## config.mk

```make
export PLATFORM = sky130hd
export DESIGN_NAME = mux_bus_cycle
export DESIGN_NICKNAME = d
export VERILOG_FILES = /design/src/rtl/mux_bus_cycle.sv
export SDC_FILE = /design/constraint.sdc
export NUM_CORES = 1
export LEC_CHECK = 0
export BUFFER_PORTS_ARGS = -buffer_cell sky130_fd_sc_hd__buf_2
export CELL_PAD_IN_SITES_DETAIL_PLACEMENT = 2
export CELL_PAD_IN_SITES_GLOBAL_PLACEMENT = 2
export CORE_UTILIZATION = 30
export CTS_CLUSTER_SIZE = 25
export DETAILED_ROUTE_END_ITERATION = 8
export PLACE_DENSITY_LB_ADDON = 0.1
export SYNTH_ARGS = -nofsm -noshare
export SYNTH_HDL_FRONTEND = slang
export SYNTH_SLANG_ARGS = --single-unit
```

## constraint.sdc

```tcl
create_clock -name clk -period 3.1 [get_ports clk]
set_input_delay 0.93 -clock clk [delete_from_list [all_inputs] [get_ports clk]]
set_output_delay 0.93 -clock clk [all_outputs]
set_load 0.01 [all_outputs]
```

## src/rtl/mux_bus_cycle.sv

```systemverilog
module mux_bus_cycle #(
  parameter int AW = 20,
  parameter int DW = 16
) (
  input  logic          clk,
  input  logic          rst_n,
  input  logic          req_valid,
  input  logic [AW-1:0] req_addr,
  input  logic [DW-1:0] req_wdata,
  input  logic [1:0]    req_be,
  input  logic          req_mem,
  input  logic          req_write,
  input  logic [1:0]    req_seg,
  input  logic          req_ie,
  input  logic          ready,
  input  logic [DW-1:0] ad_in,
  output logic [DW-1:0] ad_out,
  output logic          ad_oe,
  output logic [AW-DW-1:0] hi_out,
  output logic          ale,
  output logic          bhe_n,
  output logic          m_io,
  output logic          dt_r,
  output logic          rd_n,
  output logic          wr_n,
  output logic          den_n,
  output logic          busy,
  output logic          done,
  output logic [DW-1:0] rdata
);
  localparam int HW = AW - DW;

  typedef enum logic [2:0] {S_IDLE, S_T1, S_T2, S_T3, S_TW, S_T4} st_t;

  st_t st;
  logic [AW-1:0] r_addr;
  logic [DW-1:0] r_wdata;
  logic          r_bhe, r_mem, r_wr, r_ie;
  logic [1:0]    r_seg;

  logic active, xfer, sample;
  assign active = (st != S_IDLE);
  assign xfer   = (st == S_T2) || (st == S_T3) || (st == S_TW);
  assign sample = (st == S_T3) || (st == S_TW);

  always_ff @(posedge clk or negedge rst_n) begin
    if (!rst_n) begin
      st      <= S_IDLE;
      r_addr  <= '0;
      r_wdata <= '0;
      r_bhe   <= 1'b0;
      r_mem   <= 1'b0;
      r_wr    <= 1'b0;
      r_ie    <= 1'b0;
      r_seg   <= '0;
      rdata   <= '0;
    end else begin
      case (st)
        S_IDLE: if (req_valid) begin
          st      <= S_T1;
          r_addr  <= req_addr;
          r_wdata <= req_wdata;
          r_bhe   <= req_be[1];
          r_mem   <= req_mem;
          r_wr    <= req_write;
          r_ie    <= req_ie;
          r_seg   <= req_seg;
        end
        S_T1:   st <= S_T2;
        S_T2:   st <= S_T3;
        S_T3,
        S_TW:   st <= ready ? S_T4 : S_TW;
        default: st <= S_IDLE;
      endcase
      if (sample && ready && !r_wr) rdata <= ad_in;
    end
  end

  logic [HW-1:0] status;
  assign status = HW'({1'b0, r_ie, r_seg});

  assign ale    = (st == S_T1);
  assign ad_out = ale ? r_addr[DW-1:0] : r_wdata;
  assign ad_oe  = ale || (active && r_wr);
  assign hi_out = ale ? r_addr[AW-1:DW] : (active ? status : '0);
  assign bhe_n  = ale ? ~r_bhe : 1'b1;
  assign m_io   = active ? r_mem : 1'b1;
  assign dt_r   = active ? r_wr  : 1'b1;
  assign rd_n   = ~(xfer && !r_wr);
  assign wr_n   = ~(xfer && r_wr);
  assign den_n  = ~xfer;
  assign busy   = active;
  assign done   = (st == S_T4);

  assert_ale_single_R3: assert property (@(posedge clk) disable iff (!rst_n)
    ale |=> !ale && busy);
  assert_start_R2: assert property (@(posedge clk) disable iff (!rst_n)
    (!busy && req_valid) |=> ale);
  assert_done_pulse_R10: assert property (@(posedge clk) disable iff (!rst_n)
    done |=> !done && !busy);
  assert_strobe_excl_R6: assert property (@(posedge clk) disable iff (!rst_n)
    !(!rd_n && !wr_n));
  assert_write_dir_R5: assert property (@(posedge clk) disable iff (!rst_n)
    !wr_n |-> dt_r && ad_oe);
  assert_s6_low_R4: assert property (@(posedge clk) disable iff (!rst_n)
    (busy && !ale) |-> !hi_out[HW-1]);
  assert_wait_R9: assert property (@(posedge clk) disable iff (!rst_n)
    (!den_n && !ready && !$rose(!den_n) && $past(!den_n)) |=> !den_n);
  assert_ale_quiet_R8: assert property (@(posedge clk) disable iff (!rst_n)
    ale |-> den_n && rd_n && wr_n);
endmodule

```

==> impl_metrics.tcl, run 1 <==
set metrics [dict create \
    rsz0062_at_grt "no" \
    fin_crit_ns 2.93 \
    grt_pass1_wl_mm 14.1 \
    whs_ns 0.510 \
    io_pins 109 \
    ys_ff_latch 61 \
    layout-drive-gt1-share 0.595 \
    place_inst 460 \
    grt_pass1_vias 2636 \
    crit_chain "nor2_2 > and2_1 > buf_4 > mux2_2 > buf_2" \
    clk-insertion-delay-late_ns 0.34 \
    crit_required_ns 2.17 \
    cp_data_arrival_time_ns 2.00 \
    status "finished, final reports clean" \
    initial_core_util 0.307 \
    place.gp.congestion 0.685 \
    syn_area_per_cell_um2 14.7 \
    clock-sinks 61 \
    root_buffer "clkbuf_8" \
    area_delta_synth_final_pct 22.8 \
    core_um2 10800 \
    post_dp_cell_area_um2 3900 \
    drt_iter0_markers 66 \
    grt_max_degree 62 \
    final_nets 394 \
    synth_area_um2 3330 \
    power.density_nw_per_um2 1120 \
    fin_area_um2 4090 \
    antenna_cells 0 \
    syn_nets 290 \
    hold_path_end "r_seg[0]" \
    io_buffers 107 \
    htree_levels 3 \
    ant_nets 0 \
    mostFrequentLayoutCells "buf_2 (107), dfrtp_1 (61), mux2_4 (48)" \
    cts_tree "done" \
    drc_errors 0 \
    dieArea_um2 11500 \
    fin_skew_ns 0.0128 \
    hold_viol 0 \
    crit_path_end_kind "output pin" \
    ir_worst_vdd_uv 284 \
    cap_viol_max_count 0 \
    die_h_um 107 \
    path_depth 5 \
    netlist_instances 227 \
    crit_slowest_cell "dfrtp_1" \
    cts_buffers 9 \
    fillers 1132 \
    fin_crit_sh 0.944 \
    cts_resized 0 \
    avgViaCountPerCell 5.13 \
    wl_mm 8.90 \
    report.power.total_mw 4.58 \
    pre_cts_slack_ns 0.476 \
    firstDrtPassIters 4 \
    antenna_found_initial 0 \
    max_stage_delay_ns 0.39 \
    holdPathStages 1 \
    min_path_type "flip-flop to flip-flop" \
    r2r_slack_ns 0.88 \
    layout.cells.most_common "buf_2" \
    final.setup.tns_ns 0 \
    tightestPinTransition_ns 0.699 \
    relSlewSlack 0.534 \
    r2r_cells 5 \
    cp_top_family "simple AND/OR/NAND/NOR gates" \
    dp_hpwl_mm 5.73 \
    yosys_warnings 0 \
    worstSetupPathType "flip-flop to output pin" \
    die_w_um 107 \
    ys_types 30 \
    finalWorstSetupSlack_ns 0.172 \
    final_max_slew_viol_count 0 \
    overflow 0 \
    fmax_mhz 342 \
    critPathMaxFanout 18 \
    fp-row-count 38 \
    leakagePower_nw 1.90 \
    wl_per_cell_um 18.7 \
    min_from "r_seg[0]" \
    r2r_start "st[0]" \
    ys_seq_area_frac 0.458 \
    grt_use_total 0.162 \
    routed-via-count 2442 \
    r2r_end "r_addr[10]" \
    path_clk_slew_ns 0.07 \
    setup_viol 0 \
    clock_tree.buffer_depth 2 \
    fin_cells 476 \
    post-cts-setup-buffer-count 0 \
    hold_buffers 0 \
    start_kind "flip-flop" \
    fin_util 0.377 \
    critical_path_buf_inv_count 2 \
]
==> worst register-to-register path, cell delays in order (launching register included) <==
cell and delay [ns]:
dfrtp_1 0.50, buf_4 0.29, nor3_2 0.27, and2_4 0.43, buf_12 0.28, mux2_4 0.34
==> worst max path at each step <==
stage	from	endpoint	slack, ns
floorplan	st[2]	ad_out[10]	0.72
finish	st[2]	ad_out[0]	0.17
CTS	st[2]	ad_out[0]	0.10
detailed placement	st[2]	ad_out[0]	0.48
global route	st[2]	ad_out[0]	0.03
global placement	st[2]	ad_out[0]	0.50
==> where the power goes <==
group          switching, mW  internal, mW  leakage, nW
combinational           1.05          1.31         1.09
sequential             0.303          1.21        0.717
clock                  0.340         0.370       0.0923
total                   1.69          2.89         1.90
==> synth_stat cells (all sizes together) <==
library cell,count,area (µm²)
dfrtp,61,1530
mux2,59,845
a32o,32,320
buf,21,233
a221o,16,160
o21ai,6,41.3
and2,4,30.0
nand2,4,15.0
nor2,4,17.5
clkbuf,3,11.3
nand3,3,15.0
or2,3,18.8
nor2b,2,12.5
a21o,1,7.51
a2bb2oi,1,8.76
and3,1,6.26
and3b,1,8.76
inv,1,3.75
nor3,1,10.0
nor3b,1,18.8
or4bb,1,11.3
xnor2,1,8.76
==> final cells by class <==
| type | count | area (µm²) | area share |
|---|---|---|---|
| well taps | 140 | 175 | 0.0428 |
| flip-flops and latches | 61 | 1530 | 0.373 |
| repair buffers | 117 | 636 | 0.155 |
| clock buffers | 10 | 128 | 0.0312 |
| clock inverters | 6 | 63.8 | 0.0156 |
| inverters | 1 | 3.75 | 0.000918 |
| multi-input cells | 141 | 1560 | 0.381 |
==> registers in the layout, summed over array words and instances, names as in the netlist <==
signal   count
rdata       16
r_mem        1
r_bhe        1
r_ie         1
r_seg        2
r_addr      20
r_wr         1
r_wdata     16
st           3
==> logic make-up after synthesis <==
group                  share of synthesized area
multiplexers                               0.254
flip-flops                                 0.458
buffers and inverters                     0.0744
XOR/XNOR                                 0.00263
AND/OR/NAND/NOR                           0.0492
AO/OA/AOI/OAI                              0.162
==> metal layers <==
| layer | up-vias | track usage | share of wire |
|---|---|---|---|
| met5 | - | 0 | 0 |
| met4 | 0 | 0.0528 | 0.0085 |
| met3 | 7 | 0.0375 | 0.052 |
| met2 | 72 | 0.278 | 0.50 |
| met1 | 1272 | 0.199 | 0.44 |
| li1 | 1091 | - | - |
No activity file was read; power rests on OpenSTA's default activity.
==> run 2, diff against run 1 <==
==> constraint.sdc (replaced) <==
create_clock -name clk -period 3.3 [get_ports clk]
set_input_delay 0.99 -clock clk [delete_from_list [all_inputs] [get_ports clk]]
set_output_delay 0.99 -clock clk [all_outputs]
set_load 0.01 [all_outputs]
==> run 2 against run 1 <==
Net effect:
- sequential power decreased by 7%
- die area is the same
- cell count fell by 0.21%
- total power shrank 5.5%
- combinational power down 6%
- worst setup slack better by 0.11 ns
- non-clock buffer count is 1 lower
- design area down 0.34%
- clock power is essentially flat
- sequential share of layout area grew 0.13 points
- largest power group unchanged
==> impl_metrics.tcl, run 2 (same netlist as run 1, synthesis figures left out) <==
set metrics [dict create \
    status "finished, final reports clean" \
    grt_pass1_vias 2648 \
    largest_register_ffs 20 \
    grt_pass1_wl_mm 13.9 \
    setup_viol 0 \
    path_clk_slew_ns 0.07 \
    place.gp.congestion 0.660 \
    cp_data_arrival_time_ns 2.03 \
    avgViaCountPerCell 5.12 \
    cts_resized 0 \
    layout.cells.most_common "buf_2" \
    fin_util 0.376 \
    initial_core_util 0.307 \
    post-cts-setup-buffer-count 0 \
    drt_iter0_markers 108 \
    firstDrtPassIters 4 \
    relSlewSlack 0.436 \
    power.density_nw_per_um2 1060 \
    grt_max_degree 43 \
    reg_top3 "r_addr (20), r_wdata (16), rdata (16)" \
    wl_per_cell_um 18.7 \
    crit_required_ns 2.31 \
    dp_hpwl_mm 5.82 \
    antenna_found_initial 0 \
    htree_levels 3 \
    antenna_cells 0 \
    root_buffer "clkbuf_8" \
    cts_tree "done" \
    rsz0062_at_grt "no" \
    final_nets 393 \
    overflow 0 \
    place_inst 459 \
    start_kind "flip-flop" \
    fmax_mhz 331 \
    core_um2 10800 \
    final_max_slew_viol_count 0 \
    layout-drive-gt1-share 0.597 \
    ir_worst_vdd_uv 282 \
    drc_errors 0 \
    clock-sinks 61 \
    io_pins 109 \
    min_path_type "flip-flop to flip-flop" \
    final.setup.tns_ns 0 \
    fin_skew_ns 0.00882 \
    max_stage_delay_ns 0.39 \
    grt_use_total 0.160 \
    ant_nets 0 \
    mostFrequentLayoutCells "buf_2 (107), dfrtp_1 (61), mux2_4 (48)" \
    regMostFlops "r_addr" \
    leakagePower_nw 1.89 \
    fin_cells 475 \
    report.power.total_mw 4.33 \
    io_buffers 107 \
    fillers 1147 \
    die_w_um 107 \
    clk-insertion-delay-late_ns 0.35 \
    tightestPinTransition_ns 0.846 \
    clock_tree.buffer_depth 2 \
    fp-row-count 38 \
    crit_slowest_cell "dfrtp_1" \
    dieArea_um2 11500 \
    fin_crit_sh 0.916 \
    die_h_um 107 \
    crit_chain "nor2_2 > and2_1 > buf_4 > mux2_2 > buf_2" \
    cap_viol_max_count 0 \
    routed-via-count 2433 \
    hold_buffers 0 \
    fin_crit_ns 3.02 \
    worstSetupPathType "flip-flop to output pin" \
    hold_viol 0 \
    wl_mm 8.90 \
    crit_path_end_kind "output pin" \
    critPathMaxFanout 18 \
    area_delta_synth_final_pct 22.4 \
    cts_buffers 9 \
]
## run 2: layer usage
layer | vias to the layer above | global-route usage | part of all wire
met5 | - | 0 | 0
met4 | 0 | 0.0646 | 0.014
met3 | 8 | 0.0375 | 0.051
met2 | 71 | 0.269 | 0.49
met1 | 1265 | 0.196 | 0.44
li1 | 1089 | - | -
## run 2: worst max-delay path: cells and delay by family (launching register included)
family | cells | cell delay (ns)
simple gates | 2 | 0.47
buf+inv | 2 | 0.45
flops | 1 | 0.39
mux | 1 | 0.38
## run 2: stage by stage
stage | instance area (µm²) | setup slack, ns | hold WS, ns
5_1_grt | 4080 | 0.133 | 0.530
6_report | 4080 | 0.278 | 0.509
3_3_place_gp | 3870 | 0.635 | 0.488
3_5_place_dp | 3870 | 0.611 | 0.489
4_1_cts | 4080 | 0.219 | 0.513
2_1_floorplan | 3330 | 0.861 | 0.474
## run 2: final timing paths
path / start / endpoint / slack, ns / depth (start not counted)
max: st[2] / ad_out[0] / 0.28 / 5
min: r_seg[0] / r_seg[0] / 0.51 / 1
max reg2reg: st[0] / r_addr[6] / 1.09 / 4
min reg2reg: r_seg[0] / r_seg[0] / 0.51 / 1
max in group asynchronous: rst_n / r_wdata[5] / 1.81 / 2
min in group asynchronous: rst_n / r_addr[12] / 0.74 / 1
## run 2: power by group
group          switching, mW  internal [mW]  total (mW)
Sequential             0.274           1.14        1.41
Combinational          0.994           1.21        2.21
Clock                  0.322          0.390       0.712
Total                   1.59           2.74        4.33
## run 2: layout make-up
type / instances / area [µm²] / area share
multi-input combinational: 141 / 1560 / 0.382
sequential: 61 / 1530 / 0.374
timing repair buffer: 116 / 603 / 0.148
tap: 140 / 175 / 0.0430
clock buffer: 11 / 151 / 0.0371
clock inverter: 5 / 58.8 / 0.0144
inverter: 1 / 3.75 / 0.000921
==> run 3, diff against run 2 <==
--- a/config.mk
+++ b/config.mk
@@ -5,10 +5,10 @@
 export SDC_FILE = /design/constraint.sdc
 export NUM_CORES = 1
 export LEC_CHECK = 0
-export BUFFER_PORTS_ARGS = -buffer_cell sky130_fd_sc_hd__buf_2
+export BUFFER_PORTS_ARGS = -buffer_cell sky130_fd_sc_hd__buf_4
 export CELL_PAD_IN_SITES_DETAIL_PLACEMENT = 2
 export CELL_PAD_IN_SITES_GLOBAL_PLACEMENT = 2
-export CORE_UTILIZATION = 30
+export CORE_UTILIZATION = 34
 export CTS_CLUSTER_SIZE = 25
 export DETAILED_ROUTE_END_ITERATION = 8
 export PLACE_DENSITY_LB_ADDON = 0.1
==> run 3 against run 2 <==
Net effect:
- core utilization rose by 8.6 points
- maximum frequency is 1.3% higher
- combinational power rose by 9.5%
- highest routed layer unchanged
- non-clock buffer count shrank 2
- total power grew 6.1%
- design area increased by 6.2%
- cell count down 2.7%
==> impl_metrics.tcl, run 3 (same netlist as run 1, synthesis figures left out) <==
set metrics [dict create \
    cap_viol_max_count 0 \
    clkPwrFrac 0.165 \
    dieArea_um2 10200 \
    root_buffer "clkbuf_8" \
    holdPathStages 1 \
    avgViaCountPerCell 5.26 \
    pre_cts_slack_ns 0.626 \
    final.setup.tns_ns 0 \
    intPower_mw 3.00 \
    fin_area_um2 4330 \
    min_path_type "flip-flop to flip-flop" \
    setup_viol 0 \
    initial_core_util 0.355 \
    ant_nets 0 \
    fin_crit_sh 0.904 \
    hold_buffers 0 \
    ir_worst_vdd_uv 381 \
    die_w_um 101 \
    wl_mm 8.55 \
    critical_path_buf_inv_count 2 \
    cp_data_arrival_time_ns 1.99 \
    leakagePower_nw 1.99 \
    io_buffers 107 \
    p_sw_frac 0.348 \
    tightestPinTransition_ns 0.812 \
    dp_hpwl_mm 5.48 \
    antenna_cells 0 \
    fp-row-count 35 \
    clock_tree.buffer_depth 2 \
    largest_register_ffs 20 \
    regMostFlops "r_addr" \
    clock-sinks 61 \
    wl_per_cell_um 18.5 \
    io_pins 109 \
    final_max_slew_viol_count 0 \
    drt_iter0_markers 96 \
    pwr-share-seq 0.308 \
    fin_skew_ns 0.00987 \
    r2r_slack_ns 1.09 \
    drc_errors 0 \
    hold_viol 0 \
    final_nets 391 \
    crit_path_end_kind "output pin" \
    start_kind "flip-flop" \
    crit_chain "nor2_2 > and2_1 > buf_4 > mux2_2 > buf_4" \
    cp_top_family "buffers and inverters" \
    power.density_nw_per_um2 1060 \
    fin_crit_ns 2.98 \
    grt_pass1_vias 2567 \
    core_um2 9370 \
    grt_max_degree 62 \
    overflow 0 \
    max_stage_delay_ns 0.39 \
    status "finished, final reports clean" \
    critPathMaxFanout 18 \
    firstDrtPassIters 4 \
    routed-via-count 2429 \
    cts_tree "done" \
    crit_required_ns 2.31 \
    cts_buffers 9 \
    post_dp_cell_area_um2 4110 \
    path_depth 5 \
    cts_resized 0 \
    layout.cells.most_common "buf_4" \
    relSlewSlack 0.458 \
    die_h_um 101 \
    grt_pass1_wl_mm 13.5 \
    path_clk_slew_ns 0.07 \
    finalWorstSetupSlack_ns 0.317 \
    crit_slowest_cell "dfrtp_1" \
    clk-insertion-delay-late_ns 0.34 \
    reg_top3 "r_addr (20), r_wdata (16), rdata (16)" \
    power_switching_mw 1.60 \
    p_comb_frac 0.527 \
    area_delta_synth_final_pct 30.0 \
    layout-drive-gt1-share 0.595 \
    fmax_mhz 335 \
    grt_use_total 0.175 \
    post-cts-setup-buffer-count 0 \
    mostFrequentLayoutCells "buf_4 (114), dfrtp_1 (61), mux2_4 (48)" \
    htree_levels 3 \
    antenna_found_initial 0 \
    r2r_cells 4 \
    fin_util 0.462 \
    place.gp.congestion 0.655 \
    rsz0062_at_grt "no" \
    cpMostUsedCell "buf_4" \
    worstSetupPathType "flip-flop to output pin" \
]
## run 3: changes by cell type in the layout (fill, tap and decap cells not counted), sizes merged
cell,change
clkbuf,-1
clkinv,+1
clkinvlp,-1
bufinv,+1
buf,-2
## run 3: worst paths after layout
kind                        endpoint  startpoint
max in group asynchronous  r_addr[2]       rst_n
setup / recovery           ad_out[1]       st[2]
min in group asynchronous  rdata[10]       rst_n
hold / removal             r_addr[5]   r_addr[5]
setup reg to reg           r_addr[5]       st[2]
hold reg to reg            r_addr[5]   r_addr[5]
## run 3: routing by layer
metal,GRT usage,part of all wire,up-vias
li1,-,-,1086
met1,0.232,0.46,1249
met2,0.279,0.47,85
met3,0.0381,0.057,9
met4,0.0702,0.015,0
met5,0,0,-
## run 3: final cells by class
| type | instances | area [µm²] |
|---|---|---|
| fill | 965 | 5040 |
| sequential | 61 | 1530 |
| tap | 129 | 161 |
| multi-input combinational | 141 | 1560 |
| inverter | 1 | 3.75 |
| clock inverter | 6 | 86.3 |
| timing repair buffer | 114 | 856 |
| clock buffer | 10 | 138 |
## run 3: power by group through the flow
stage,Clock [mW],Sequential (mW),Combinational [mW]
after CTS,0.786,1.42,2.47
final,0.761,1.41,2.42
after floorplan,0,1.40,1.68
after detailed placement,0,1.42,2.46
after global placement,0,1.40,2.39
after global routing,0.815,1.47,2.60
## run 3: metrics by stage
step	power, mW	instances	hold slack [ns]
4_1_cts	4.67	462	0.514
3_3_place_gp	3.79	446	0.486
5_1_grt	4.88	462	0.526
3_5_place_dp	3.88	446	0.492
6_report	4.60	462	0.510
2_1_floorplan	3.08	227	0.474
